===== src/rtl/acq_pkg.sv =====
package acq_pkg;
  typedef enum logic [2:0] {
    S_IDLE,
    S_DWELL,
    S_JUDGE,
    S_FOUND,
    S_EMPTY
  } acq_state_e;

  typedef enum logic {
    STG_SEARCH = 1'b0,
    STG_VERIFY = 1'b1
  } acq_stage_e;
endpackage


===== src/rtl/iq_dwell_acc.sv =====
module iq_dwell_acc #(
  parameter int SAMP_W = 8,
  parameter int ACC_W  = 16
) (
  input  logic                     clk,
  input  logic                     rst,
  input  logic                     clr,
  input  logic                     en,
  input  logic signed [SAMP_W-1:0] in_i,
  input  logic signed [SAMP_W-1:0] in_q,
  output logic signed [ACC_W-1:0]  sum_i,
  output logic signed [ACC_W-1:0]  sum_q
);
  localparam int LANES = 2;
  localparam int EXT_W = ACC_W - SAMP_W;

  logic signed [SAMP_W-1:0] lane_in  [LANES];
  logic signed [ACC_W-1:0]  lane_sum [LANES];

  assign lane_in[0] = in_i;
  assign lane_in[1] = in_q;

  for (genvar g = 0; g < LANES; g++) begin : g_lane
    always_ff @(posedge clk) begin
      if (rst || clr) begin
        lane_sum[g] <= '0;
      end else if (en) begin
        lane_sum[g] <= lane_sum[g] + {{EXT_W{lane_in[g][SAMP_W-1]}}, lane_in[g]};
      end
    end

    // an idle cycle leaves the running sum untouched
    a_r3_sum_holds: assert property (@(posedge clk) disable iff (rst)
      (!en && !clr) |=> $stable(lane_sum[g]));
  end

  assign sum_i = lane_sum[0];
  assign sum_q = lane_sum[1];
endmodule


===== src/rtl/energy_judge.sv =====
module energy_judge #(
  parameter int ACC_W = 16,
  parameter int THR_W = 33
) (
  input  logic signed [ACC_W-1:0] sum_i,
  input  logic signed [ACC_W-1:0] sum_q,
  input  logic        [THR_W-1:0] thr,
  output logic                    pass
);
  localparam int SQ_W = 2 * ACC_W;

  logic signed [SQ_W-1:0] sq_i;
  logic signed [SQ_W-1:0] sq_q;
  logic        [SQ_W:0]   energy;

  always_comb begin
    sq_i   = SQ_W'(sum_i) * SQ_W'(sum_i);
    sq_q   = SQ_W'(sum_q) * SQ_W'(sum_q);
    energy = {1'b0, sq_i} + {1'b0, sq_q};
    pass   = THR_W'(energy) > thr;
  end
endmodule


===== src/rtl/phase_walker.sv =====
module phase_walker #(
  parameter int PHASE_W = 12
) (
  input  logic               clk,
  input  logic               rst,
  input  logic               load,
  input  logic [PHASE_W-1:0] first,
  input  logic [PHASE_W-1:0] last,
  input  logic               advance,
  output logic [PHASE_W-1:0] phase,
  output logic               at_last,
  output logic               slip
);
  logic [PHASE_W-1:0] lo_q;
  logic [PHASE_W-1:0] hi_q;

  assign at_last = (phase == hi_q);

  always_ff @(posedge clk) begin
    if (rst) begin
      phase <= '0;
      lo_q  <= '0;
      hi_q  <= '0;
      slip  <= 1'b0;
    end else begin
      slip <= 1'b0;
      if (load) begin
        phase <= first;
        lo_q  <= first;
        hi_q  <= last;
      end else if (advance && !at_last) begin
        phase <= phase + PHASE_W'(1);
        slip  <= 1'b1;
      end
    end
  end

  // every slip pulse marks a single half-chip step
  a_r6_slip_step: assert property (@(posedge clk) disable iff (rst)
    slip |-> (phase == PHASE_W'($past(phase) + PHASE_W'(1))));

  // the phase stays inside the captured window
  a_r7_phase_in_window: assert property (@(posedge clk) disable iff (rst)
    (phase >= lo_q) && (phase <= hi_q));
endmodule


===== src/rtl/acq_dwell_detector.sv =====
module acq_dwell_detector #(
  parameter int SAMP_W  = 8,
  parameter int DWELL_W = 8,
  parameter int PHASE_W = 12,
  parameter int THR_W   = 2 * (SAMP_W + DWELL_W) + 1
) (
  input  logic                      clk,
  input  logic                      rst,
  input  logic                      start,
  input  logic [PHASE_W-1:0]        win_first,
  input  logic [PHASE_W-1:0]        win_last,
  input  logic [DWELL_W-1:0]        dwell1_len,
  input  logic [DWELL_W-1:0]        dwell2_len,
  input  logic [THR_W-1:0]          thr1,
  input  logic [THR_W-1:0]          thr2,
  input  logic                      chip_valid,
  input  logic signed [SAMP_W-1:0]  chip_i,
  input  logic signed [SAMP_W-1:0]  chip_q,
  output logic                      busy,
  output logic [PHASE_W-1:0]        cur_phase,
  output logic                      slip,
  output logic                      acq_hit,
  output logic [PHASE_W-1:0]        acq_phase,
  output logic                      win_done
);
  import acq_pkg::*;

  localparam int ACC_W = SAMP_W + DWELL_W;

  acq_state_e          state;
  acq_stage_e          stage;
  logic [DWELL_W-1:0]  cnt;
  logic [DWELL_W-1:0]  len1_q, len2_q, cur_len;
  logic [THR_W-1:0]    thr1_q, thr2_q, cur_thr;
  logic                start_ok;
  logic                acc_clr, acc_en;
  logic                judge_pass;
  logic                advance;
  logic                at_last;
  logic signed [ACC_W-1:0] sum_i, sum_q;

  assign start_ok = start && (state != S_DWELL) && (state != S_JUDGE);
  assign cur_len  = (stage == STG_VERIFY) ? len2_q : len1_q;
  assign cur_thr  = (stage == STG_VERIFY) ? thr2_q : thr1_q;
  assign acc_clr  = start_ok || (state == S_JUDGE);
  assign acc_en   = (state == S_DWELL) && chip_valid;
  assign advance  = (state == S_JUDGE) && !judge_pass;

  iq_dwell_acc #(.SAMP_W(SAMP_W), .ACC_W(ACC_W)) u_acc (
    .clk   (clk),
    .rst   (rst),
    .clr   (acc_clr),
    .en    (acc_en),
    .in_i  (chip_i),
    .in_q  (chip_q),
    .sum_i (sum_i),
    .sum_q (sum_q)
  );

  energy_judge #(.ACC_W(ACC_W), .THR_W(THR_W)) u_judge (
    .sum_i (sum_i),
    .sum_q (sum_q),
    .thr   (cur_thr),
    .pass  (judge_pass)
  );

  phase_walker #(.PHASE_W(PHASE_W)) u_walk (
    .clk     (clk),
    .rst     (rst),
    .load    (start_ok),
    .first   (win_first),
    .last    (win_last),
    .advance (advance),
    .phase   (cur_phase),
    .at_last (at_last),
    .slip    (slip)
  );

  always_ff @(posedge clk) begin
    if (rst) begin
      state     <= S_IDLE;
      stage     <= STG_SEARCH;
      cnt       <= '0;
      len1_q    <= '0;
      len2_q    <= '0;
      thr1_q    <= '0;
      thr2_q    <= '0;
      busy      <= 1'b0;
      acq_hit   <= 1'b0;
      acq_phase <= '0;
      win_done  <= 1'b0;
    end else begin
      case (state)
        S_DWELL: begin
          if (chip_valid) begin
            if (cnt == cur_len - DWELL_W'(1)) begin
              cnt   <= '0;
              state <= S_JUDGE;
            end else begin
              cnt <= cnt + DWELL_W'(1);
            end
          end
        end
        S_JUDGE: begin
          if (judge_pass && stage == STG_SEARCH) begin
            stage <= STG_VERIFY;
            state <= S_DWELL;
          end else if (judge_pass) begin
            state     <= S_FOUND;
            acq_hit   <= 1'b1;
            acq_phase <= cur_phase;
            busy      <= 1'b0;
          end else if (at_last) begin
            state    <= S_EMPTY;
            win_done <= 1'b1;
            busy     <= 1'b0;
          end else begin
            stage <= STG_SEARCH;
            state <= S_DWELL;
          end
        end
        default: begin
          if (start_ok) begin
            state    <= S_DWELL;
            stage    <= STG_SEARCH;
            cnt      <= '0;
            len1_q   <= dwell1_len;
            len2_q   <= dwell2_len;
            thr1_q   <= thr1;
            thr2_q   <= thr2;
            busy     <= 1'b1;
            acq_hit  <= 1'b0;
            win_done <= 1'b0;
          end
        end
      endcase
    end
  end

  // a hit only follows the judging of a verification dwell
  a_r5_hit_after_verify: assert property (@(posedge clk) disable iff (rst)
    $rose(acq_hit) |-> ($past(state) == S_JUDGE && $past(stage) == STG_VERIFY));

  // once finished, the phase does not move until a new start
  a_r8_stop_hold: assert property (@(posedge clk) disable iff (rst)
    ((win_done || acq_hit) && !start) |=> $stable(cur_phase));

  // the dwell counter stays below the active dwell length
  a_r9_count_bound: assert property (@(posedge clk) disable iff (rst)
    (state == S_DWELL) |-> (cnt < cur_len));

  // hit and exhausted are exclusive
  a_r10_exclusive: assert property (@(posedge clk) disable iff (rst)
    !(acq_hit && win_done));
endmodule


===== config.mk =====
export PLATFORM = sky130hd
export DESIGN_NAME = acq_dwell_detector
export DESIGN_NICKNAME = d
export VERILOG_FILES = /design/src/rtl/acq_pkg.sv /design/src/rtl/iq_dwell_acc.sv /design/src/rtl/energy_judge.sv /design/src/rtl/phase_walker.sv /design/src/rtl/acq_dwell_detector.sv
export SDC_FILE = /design/constraint.sdc
export NUM_CORES = 2
export LEC_CHECK = 0
export CORE_MARGIN = 1
export CORE_UTILIZATION = 65
export CTS_CLUSTER_DIAMETER = 50
export DETAILED_ROUTE_END_ITERATION = 7
export PLACE_DENSITY_LB_ADDON = 0.1
export SYNTH_ARGS = -nofsm -noshare
export SYNTH_HDL_FRONTEND = slang
export SYNTH_SLANG_ARGS = --single-unit

===== constraint.sdc =====
create_clock -name clk -period 24.2 [get_ports clk]
set_input_delay 4.84 -clock clk [delete_from_list [all_inputs] [get_ports clk]]
set_output_delay 4.84 -clock clk [all_outputs]
set_load 0.01 [all_outputs]

==> results.py <==
metrics = {
    "run_status": {
        "status": "complete, no violations",
    },
    "final_layout": {
        "area_growth_syn_to_layout_pct": 9.068,
        "n_antenna_cell": 0,
        "nets": 4186,
        "regArea_um2": 3645,
        "multi_input_area_um2": 21510,
        "drive_above_1_share_pct": 2.314,
        "nFillCells": 3246,
    },
    "setup_path": {
        "worstPathRequired_ns": 24.53,
        "critPathTopFamily": "adder cells",
        "arrival_ns": 11.59,
        "crit_slowest_cell": "edfxtp_1",
        "critPathKind": "flop to flop",
        "endpoint_kind": "flop",
        "crit_top_cell": "fa_1",
        "slowest_delay_ns": 0.72,
        "worstSetupStartpointType": "flop",
        "critPathBufInv": 5,
        "cp_max_fo": 14,
    },
    "cts": {
        "numCtsBuffers": 17,
        "cts_tree": "built",
        "cts-hold-fix-buffers": 0,
        "clock_latency_ns": 0.49,
        "h-tree-depth": 4,
        "clkTransAtPathRegs_ns": 0.08,
        "clock-root-buffer": "clkbuf_16",
        "postCtsResizedCells": 0,
        "cts.sinks": 166,
        "cts_setup_buffers": 0,
        "cts.path.max_buffers": 2,
    },
    "logic_synthesis": {
        "ys_warn_count": 0,
        "synth_top_area_cell": "fa_1",
        "synthArstFlopShare_pct": 0,
        "synth_edf_count": 32,
        "synth.area.top_cells": "fa_1, ha_1, dfxtp_1, inv_1, nand2_1",
        "synth_most_common_cell": "inv_1",
        "netlist_area_um2": 28160,
        "ys_top_cells_by_count": "inv_1, fa_1, nand2_1",
        "syn-num-nets": 4102,
        "ys.flop_type": "dfxtp_1",
        "yosysTopAreaCellShare_pct": 33.41,
        "syn_area_per_cell_um2": 8.719,
        "synth_cells": 3230,
        "synth-seq-cells": 166,
        "yosysSeqAreaShare_pct": 12.94,
        "synth_cell_type_count": 74,
    },
    "detailed_routing": {
        "drc_errors": 0,
        "drt_first_pass_iters": 6,
        "num_vias": 21936,
        "wl_per_cell_um": 17.72,
        "routed_wl_um": 69190,
        "routed_via_density": 5.619,
        "ant_nets": 0,
        "dr.first_iter.drc_count": 1588,
    },
    "grt": {
        "grt_pass1_wl_um": 114800,
        "antenna_found_initial": 1,
        "overflow": 0,
        "grt_pass1_vias": 22875,
        "grt_max_degree": 103,
        "grt.total_usage_pct": 33.17,
    },
    "floorplanning": {
        "io_pins": 154,
        "coreArea_um2": 42320,
        "die_w_um": 210.2,
        "dieHeight_um": 210.2,
        "fp.dieArea_um2": 44170,
        "row_count": 75,
        "start_util_pct": 66.55,
    },
    "worst_hold_path": {
        "hold_class": "flop to flop",
    },
    "timing": {
        "hold_viol_final": 0,
        "max_freq_mhz": 88.79,
        "setup_viol_count_final": 0,
        "fin_crit_sh_pct": 46.54,
        "min_period_ns": 11.26,
        "fin_setup_tns_ns": 0,
        "relSlewSlack_pct": 27.39,
        "rsz0062_at_grt": "false",
        "fin_skew_ns": 0.02303,
        "worst_slew_pin_slew_ns": 1.089,
        "slew_violations": 0,
    },
    "run": {
        "maxCapViolations": 0,
    },
    "placed_design": {
        "port_buffers": 153,
        "place.gp.congestion": 0.9496,
        "place_hpwl_um": 57010,
    },
}
[layer usage]
layer	track usage (%)	wire length [um]
met1	46.70	30210
met2	51.93	32010
met3	6.302	5164
met4	10.62	1780
met5	0	13
[tightest hold or removal path, stage by stage (launching register included)]
cell	delay (ns)
dfxtp_1	0.31
nand2_1	0.05
a21oi_1	0.05
[layout by cell type (no fill, tap or decap), types with 5 or more instances in the layout]
cell / n
o21ai_0: 39
ha_1: 276
a21oi_1: 193
or3_1: 9
o21ai_1: 20
nand2_1: 409
buf_4: 12
edfxtp_1: 32
a311o_1: 5
o2111ai_1: 6
mux2i_1: 53
dfxtp_1: 133
and2_1: 65
nand4_1: 24
a21o_1: 63
nand2b_1: 15
fa_1: 470
a31o_2: 9
a31oi_1: 15
nor2_1: 197
o211ai_1: 7
a211oi_1: 12
nor2b_1: 12
xor2_1: 63
o21a_1: 16
xnor2_1: 104
and3_1: 19
nor4_1: 11
nor3_1: 31
inv_1: 700
nand3_1: 23
clkdlybuf4s50_1: 152
or2_2: 5
clkbuf_16: 17
o21bai_1: 20
a311oi_1: 5
o31ai_1: 6
[per-stage QoR]
stage	instance area (um^2)	utilization, %	std cells	hold slack (ns)	setup WS (ns)
after detailed placement	30130	71.19	3872	0.4461	13.11
after global routing	30720	72.58	3904	0.4746	12.24
after global placement	30130	71.19	3872	0.4418	13.36
after floorplan	28160	-	3230	0.4329	14.73
after CTS	30720	72.58	3904	0.4557	13.05
final	30720	72.58	3904	0.4548	12.94
[state kept, by name, indices dropped and copies added, names as in the netlist]
signal and cells:
busy 1, u_walk.phase 12, state 3, stage 1, len2_q 8, thr1_q 33, u_acc.lane_sum 32, win_done 1
u_walk.hi_q 12, u_walk.slip 1, len1_q 8, acq_phase 12, acq_hit 1, thr2_q 33, cnt 8
[final cells by class]
cell class / instances / area share (%)
Tap cell: 577 / 2.350
Clock buffer: 20 / 1.454
Clock inverter: 12 / 0.4562
Timing Repair Buffer: 164 / 5.246
Sequential cell: 166 / 11.87
Inverter: 704 / 8.603
Multi-Input combinational cell: 2261 / 70.02
[worst paths after layout]
path                                      startpoint                    endpoint  slack [ns]  cells past startpoint
setup / recovery  u_acc.lane_sum[1][1]$_SDFFCE_PN0P_  acq_phase[10]$_SDFFE_PP0P_       12.94                     40
hold / removal                thr2_q[8]$_SDFFE_PP0P_      thr2_q[8]$_SDFFE_PP0P_        0.45                      2
setup reg to reg  u_acc.lane_sum[1][1]$_SDFFCE_PN0P_  acq_phase[10]$_SDFFE_PP0P_       12.94                     40
hold reg to reg               thr2_q[8]$_SDFFE_PP0P_      thr2_q[8]$_SDFFE_PP0P_        0.45                      2
[kinds of logic after synthesis]
kind of cell / Yosys count / synth area share, %
compound gates: 460 / 10.52
flops: 166 / 12.94
buf+inv: 803 / 10.75
mux: 56 / 2.004
simple gates: 832 / 12.92
xor+xnor: 167 / 5.193
fa+ha+maj: 746 / 45.67
Power is not shown: default switching activity piles up to over one toggle a cycle in this logic, so the estimate is an artifact.
